**src/rtl/can_tally_pkg.sv**
```systemverilog
package can_tally_pkg;
  localparam int TX_W  = 8;
  localparam int RX_W  = 8;
  localparam int LOG_W = 8;
  localparam int WORD_W = 32;

  typedef struct packed {
    logic [7:0] pad;
    logic [LOG_W-1:0] tally;
    logic passive;
    logic [6:0] rx_low;
    logic [TX_W-1:0] tx;
  } status_word_t;
endpackage

```
**src/rtl/can_fault_ctr.sv**
```systemverilog
module can_fault_ctr #(
  parameter int W = 8,
  parameter int BIG_STEP = 8
) (
  input  logic         clk,
  input  logic         rst_n,
  input  logic         err_inc,
  input  logic         err_big,
  input  logic         ok_dec,
  input  logic         freeze,
  output logic [W-1:0] count
);
  localparam logic [W:0] STEP_BIG   = (W+1)'(BIG_STEP);
  localparam logic [W:0] STEP_SMALL = (W+1)'(1);

  logic [W-1:0] cnt_q, cnt_d;
  logic [W:0]   sum;
  logic         cnt_en;

  always_comb begin
    sum    = {1'b0, cnt_q} + (err_big ? STEP_BIG : STEP_SMALL);
    cnt_d  = cnt_q;
    cnt_en = 1'b0;
    if (err_inc) begin
      if (!freeze) begin
        cnt_en = 1'b1;
        cnt_d  = sum[W] ? {W{1'b1}} : sum[W-1:0];
      end
    end else if (ok_dec && (cnt_q != '0)) begin
      cnt_en = 1'b1;
      cnt_d  = cnt_q - 1'b1;
    end
  end

  always_ff @(posedge clk or negedge rst_n) begin
    if (!rst_n)      cnt_q <= '0;
    else if (cnt_en) cnt_q <= cnt_d;
  end

  assign count = cnt_q;
endmodule

```
**src/rtl/can_err_log.sv**
```systemverilog
module can_err_log #(
  parameter int W = 8
) (
  input  logic         clk,
  input  logic         rst_n,
  input  logic         err_evt,
  input  logic         rd_clear,
  input  logic         ovf_clr,
  output logic [W-1:0] tally,
  output logic         ovf
);
  logic [W-1:0] tally_q, tally_d;
  logic         tally_en;
  logic         ovf_q, ovf_d, ovf_en;
  logic         at_top;

  assign at_top = (tally_q == {W{1'b1}});

  always_comb begin
    tally_en = rd_clear || (err_evt && !at_top);
    if (rd_clear) tally_d = err_evt ? W'(1) : '0;
    else          tally_d = tally_q + 1'b1;
  end

  always_comb begin
    ovf_en = (err_evt && at_top) || ovf_clr;
    ovf_d  = err_evt && at_top;
  end

  always_ff @(posedge clk or negedge rst_n) begin
    if (!rst_n)        tally_q <= '0;
    else if (tally_en) tally_q <= tally_d;
  end

  always_ff @(posedge clk or negedge rst_n) begin
    if (!rst_n)      ovf_q <= 1'b0;
    else if (ovf_en) ovf_q <= ovf_d;
  end

  assign tally = tally_q;
  assign ovf   = ovf_q;
endmodule

```
**src/rtl/can_status_pack.sv**
```systemverilog
module can_status_pack
  import can_tally_pkg::*;
#(
  parameter int ADDR_W = 8,
  parameter logic [ADDR_W-1:0] STATUS_ADDR = 8'h40
) (
  input  logic              rd_en,
  input  logic [ADDR_W-1:0] rd_addr,
  input  logic [TX_W-1:0]   tx,
  input  logic [6:0]        rx_low,
  input  logic              passive,
  input  logic [LOG_W-1:0]  tally,
  output logic              hit,
  output logic [WORD_W-1:0] data
);
  status_word_t word;

  assign hit = rd_en && (rd_addr == STATUS_ADDR);

  always_comb begin
    word.pad     = '0;
    word.tally   = tally;
    word.passive = passive;
    word.rx_low  = rx_low;
    word.tx      = tx;
    data = hit ? word : '0;
  end
endmodule

```
**src/rtl/can_fault_tally.sv**
```systemverilog
module can_fault_tally
  import can_tally_pkg::*;
#(
  parameter int ADDR_W = 8,
  parameter logic [ADDR_W-1:0] STATUS_ADDR = 8'h40,
  parameter int BIG_STEP = 8,
  parameter int PASSIVE_LVL = 128
) (
  input  logic              clk,
  input  logic              rst_n,
  input  logic              tx_err_inc,
  input  logic              tx_err_big,
  input  logic              tx_ok_dec,
  input  logic              rx_err_inc,
  input  logic              rx_err_big,
  input  logic              rx_ok_dec,
  input  logic              restrict_mode,
  input  logic              rd_en,
  input  logic [ADDR_W-1:0] rd_addr,
  input  logic              ovf_clr,
  output logic [31:0]       rd_data,
  output logic              ovf_irq,
  output logic [7:0]        tx_count,
  output logic [7:0]        rx_count,
  output logic              rx_passive,
  output logic [7:0]        log_count
);
  localparam logic [RX_W-1:0] PASS_THR = RX_W'(PASSIVE_LVL);

  logic [1:0] inc_v, big_v, dec_v;
  logic [7:0] cnt_v [2];
  logic       rd_hit;
  logic       err_evt;

  assign inc_v = {rx_err_inc, tx_err_inc};
  assign big_v = {rx_err_big, tx_err_big};
  assign dec_v = {rx_ok_dec, tx_ok_dec};

  for (genvar i = 0; i < 2; i++) begin : g_ctr
    can_fault_ctr #(.W(8), .BIG_STEP(BIG_STEP)) u_ctr (
      .clk     (clk),
      .rst_n   (rst_n),
      .err_inc (inc_v[i]),
      .err_big (big_v[i]),
      .ok_dec  (dec_v[i]),
      .freeze  (restrict_mode),
      .count   (cnt_v[i])
    );
  end

  assign tx_count   = cnt_v[0];
  assign rx_count   = cnt_v[1];
  assign rx_passive = (rx_count >= PASS_THR);
  assign err_evt    = |inc_v;

  can_err_log #(.W(LOG_W)) u_log (
    .clk      (clk),
    .rst_n    (rst_n),
    .err_evt  (err_evt),
    .rd_clear (rd_hit),
    .ovf_clr  (ovf_clr),
    .tally    (log_count),
    .ovf      (ovf_irq)
  );

  can_status_pack #(.ADDR_W(ADDR_W), .STATUS_ADDR(STATUS_ADDR)) u_pack (
    .rd_en   (rd_en),
    .rd_addr (rd_addr),
    .tx      (tx_count),
    .rx_low  (rx_count[6:0]),
    .passive (rx_passive),
    .tally   (log_count),
    .hit     (rd_hit),
    .data    (rd_data)
  );
endmodule

```
**config.mk**
```make
export PLATFORM = sky130hd
export DESIGN_NAME = can_fault_tally
export DESIGN_NICKNAME = d
export VERILOG_FILES = /design/src/rtl/can_tally_pkg.sv /design/src/rtl/can_fault_ctr.sv /design/src/rtl/can_err_log.sv /design/src/rtl/can_status_pack.sv /design/src/rtl/can_fault_tally.sv
export SDC_FILE = /design/constraint.sdc
export NUM_CORES = 1
export LEC_CHECK = 0
export BUFFER_PORTS_ARGS = -buffer_cell sky130_fd_sc_hd__buf_2
export CORE_ASPECT_RATIO = 0.6
export CORE_MARGIN = 2
export CORE_UTILIZATION = 47
export DETAILED_ROUTE_END_ITERATION = 7
export HOLD_SLACK_MARGIN = 0.1
export PLACE_DENSITY = 0.74
export SLEW_MARGIN = 5
export SYNTH_ARGS = -nofsm -noshare
export SYNTH_HDL_FRONTEND = slang
export SYNTH_SLANG_ARGS = --single-unit
```
**constraint.sdc**
```tcl
create_clock -name clk -period 2.7 [get_ports clk]
set_input_delay 0.405 -clock clk [delete_from_list [all_inputs] [get_ports clk]]
set_output_delay 0.405 -clock clk [all_outputs]
set_load 0.03 [all_outputs]
```
==> results.txt <==
The core outline area came out at 4541 um^2. The leakage power total came out at 1.246 nW. The share of synthesized flip-flops with an asynchronous set or reset is 1.000.

The setup slack on the worst flop-to-flop path came out at 0.70 ns. The violation count after the first detailed-route iteration is 183. In the global route stage, overall resource usage came out at 0.2157. The number of setup violations in the final report came out at 0. Clock skew on the completed layout was measured at 0.004725 ns. The count of instances resized after the clock tree is built is 0.

The flow ran to the end, and the final reports show no timing, DRC or antenna violations. The post-CTS clock slew at the launch and capture registers of the worst setup and hold paths is 0.09 ns. The highest fanout seen on the critical path came out at 34.

From left edge to right edge, the die measures 92.42 um. The post-route total power came out at 2.479 mW. The achievable clock frequency came out at 492.7 MHz. The worst path required time is 2.30 ns. The endpoint arrival time on the critical path came out at 1.62 ns. The number of DRC violations after detailed routing is 0. After legalization and detailed placement, the total HPWL measured 4.207 mm. The cell sitting at the root of the clock tree is a clkbuf_8. In this run the power density over the cells is 958.2 nW/um^2.

The max-capacitance violation count is 0. The total wire length came out at 5.664 mm. The portion of synthesized cell area occupied by the leading cell type is 0.2838.

The number of placement rows came out at 19. The post-synthesis to final-layout area growth is 17.37%. The share of the yosys chip area belonging to registers is 0.2838. The count of buffer and inverter cells on the critical path came out at 3. The number of hold-slack violations in the final timing report came out at 0. The synthesized area per cell is 8.447 um^2. The largest total area in the synthesized netlist belongs to dfrtp_1. The global-route congestion overflow total came out at 0. For this design the top-level I/O count stands at 77. The setup path with the least slack is of type input pin to output pin.

Setup repair after global routing left no endpoint under its margin. In this run, synthesis inferred 0 flip-flops with an integrated enable. The number of register bits inferred by synthesis came out at 25. After synthesis the cells add up to 2205 um^2.

The effective utilization at floorplan came out at 0.4855. The via count of the routed design came out at 2205. Among the stages of the critical path, the cell type that occurs most often is buf_2. The first global-routing pass estimated 9.287 mm of wire. The y dimension of the die is 57.05 um. Walking the worst path, the cells encountered are buf_2, nor4_1, and4_1, buf_4, and2_1, buf_2. The fraction of final layout cells sized beyond drive strength 1 is 0.2696. The later pin in the worst-skew pair is clocked with a latency of 0.27 ns. The worst voltage drop across the vdd grid came out at 0.5206 mV. The number of max-slew violations in the final report is 0.

The worst setup path is captured at an output pin. The number of vias per cell after detailed routing came out at 5.772. The number of standard cells after synthesis came out at 261.

Yosys attributes the largest share of cell area to dfrtp_1 28%, and2_1 6.8%, ha_1 6.2%, a31oi_1 3.4%, mux2i_1 3.2%. The number of different library cells used by synthesis comes to 59. The number of setup buffers added after CTS is 0. The most used flip-flop cell after synthesis is dfrtp_1. The via count of the first global-routing pass is 1923. The number of optimization iterations in the first detailed-route pass is 5. The number of H-tree levels is 1. The weighted congestion reported at the end of routability-driven placement is 0.9617.

The count of buffers added on input and output ports is 68. The path category of the worst min-delay check is input pin to async pin. The largest net degree at the start of global routing came out at 35.

The layout has 445 filler cells. The area of the die is 5273 um^2. In this design, the largest share of critical-path delay is due to simple AND/OR/NAND/NOR gates. The number of hold buffers added after cts is 0. The minimum clock period after layout is 2.030 ns. The detailed-route wire length per cell came out at 14.83 um. For the worst flop-to-flop path, the logic depth is 4. Of the available clock period, the critical path in the final layout requires 0.7517. The sink count of the clock tree came out at 25. The delay of the slowest cell on the worst path is 0.29 ns. The count of antenna diodes in the layout is 0. At the pin with the least slew margin, the transition time is 0.5825 ns. The worst max-slew margin expressed relative to the limit came out at 0.6117. The number of antenna violations at the first check in global routing came out at 0. STA classifies the critical path startpoint as an input pin.

Summed over all failing endpoints, the final setup total negative slack is 0 ns. TritonCTS built the clock tree. At the end of the flow, the number of nets in the layout was 350.

The critical register-to-register path startpoint is g_ctr[0].u_ctr.count[5]. The critical-path cell with the highest stage delay is buf_4. The worst-case clock buffer depth came out at 2. During synthesis, Yosys emitted a total of 0 warnings. The detail route stage leaves a number of antenna-violating nets equal to 0.

The total clock buffers created by CTS is 3. The reg-to-reg endpoint is g_ctr[0].u_ctr.count[1].
[cell families (layout without fill, tap and decap cells)]
kind of cell / after synthesis / in the layout / synth area share
xor+xnor: 6 / 6 / 0.02384
simple gates: 98 / 98 / 0.2514
buf+inv: 38 / 89 / 0.08343
compound gates: 75 / 75 / 0.2617
mux: 7 / 7 / 0.03178
flops: 25 / 25 / 0.2838
other cells: 1 / 8 / 0.001701
fa+ha+maj: 11 / 11 / 0.06243
[how the worst max path moves through the flow]
| stage | from | endpoint | slack, ns | depth (start not counted) |
|---|---|---|---|---|
| 2_1_floorplan | g_ctr[1].u_ctr.count[5] | g_ctr[1].u_ctr.count[7] | 0.69 | 6 |
| 3_3_place_gp | rd_addr[2] | rd_data[7] | 0.69 | 6 |
| 3_5_place_dp | rd_addr[2] | rd_data[6] | 0.67 | 6 |
| 4_1_cts | rd_addr[2] | rd_data[6] | 0.67 | 6 |
| 5_1_grt | g_ctr[1].u_ctr.count[0] | g_ctr[1].u_ctr.count[4] | 0.52 | 6 |
| 6_report | rd_addr[2] | rd_data[6] | 0.67 | 6 |
[layout make-up]
class,instances,area (um^2),area share
Inverter,14,52.55,0.02031
Multi-Input combinational cell,205,1421,0.5493
Tap cell,63,78.83,0.03046
Sequential cell,25,625.6,0.2418
Timing Repair Buffer,71,362.8,0.1402
Clock buffer,3,41.29,0.01596
Clock inverter,1,5.005,0.001934
[Yosys cell counts, drive strengths merged, types with 8 or more instances]
library cell	count
and2	25
dfrtp	25
nor2	17
inv	14
a31oi	12
buf	12
clkbuf	12
ha	11
nand2	10
nand3	9
nor3	8
[layer usage]
layer | part of all wire | global-route usage
met2 | 0.40 | 0.3107
met4 | 0.0083 | 0.02132
met5 | 0 | 0
met3 | 0.088 | 0.04756
met1 | 0.50 | 0.3411
[metrics by stage]
| step | hold slack, ns | util | setup WS (ns) | cells | instance area, um^2 |
|---|---|---|---|---|---|
| after global placement | 0.4411 | 0.5597 | 0.6905 | 378 | 2541 |
| after global routing | 0.1580 | 0.5699 | 0.5205 | 382 | 2587 |
| final | 0.1201 | 0.5699 | 0.6704 | 382 | 2587 |
| after floorplan | 0.1094 | - | 0.6878 | 268 | 2231 |
| after detailed placement | 0.4425 | 0.5597 | 0.6675 | 378 | 2541 |
| after CTS | 0.1424 | 0.5699 | 0.6697 | 382 | 2587 |
[registers in the layout, summed over array words and instances, names as in the netlist]
name,count
g_ctr.u_ctr.count,16
u_log.ovf,1
u_log.tally,8
[cell usage in the layout (no fill, tap or decap), types with 2 or more instances in the layout]
cell,n
buf_2,68
dfrtp_1,25
and2_1,24
nor2_1,17
inv_1,14
a31oi_1,12
ha_1,11
nand2_1,10
nand3_1,9
conb_1,8
nor3_1,7
a21oi_1,7
o21ai_0,7
mux2i_1,7
o22ai_1,6
nand2b_1,5
nand4_1,5
a21o_1,4
o211ai_1,4
and4_1,3
a31o_2,3
o2bb2ai_1,3
nor2b_1,3
xor2_1,3
a221oi_1,3
a311oi_1,3
or2_2,3
xnor2_1,3
clkbuf_8,3
buf_4,3
nor4_1,2
a41oi_1,2
a211oi_1,2
o221ai_1,2
o22a_1,2
nor3b_1,2
o31ai_1,2
[power breakdown]
part	switching [mW]	total, mW	internal [mW]	leakage (nW)
clock network	0.129	0.232	0.103	0.0255
registers	0.379	0.913	0.534	0.295
logic	0.847	1.33	0.487	0.925
total	1.36	2.48	1.12	1.25
(Power assumes the default switching activity.)
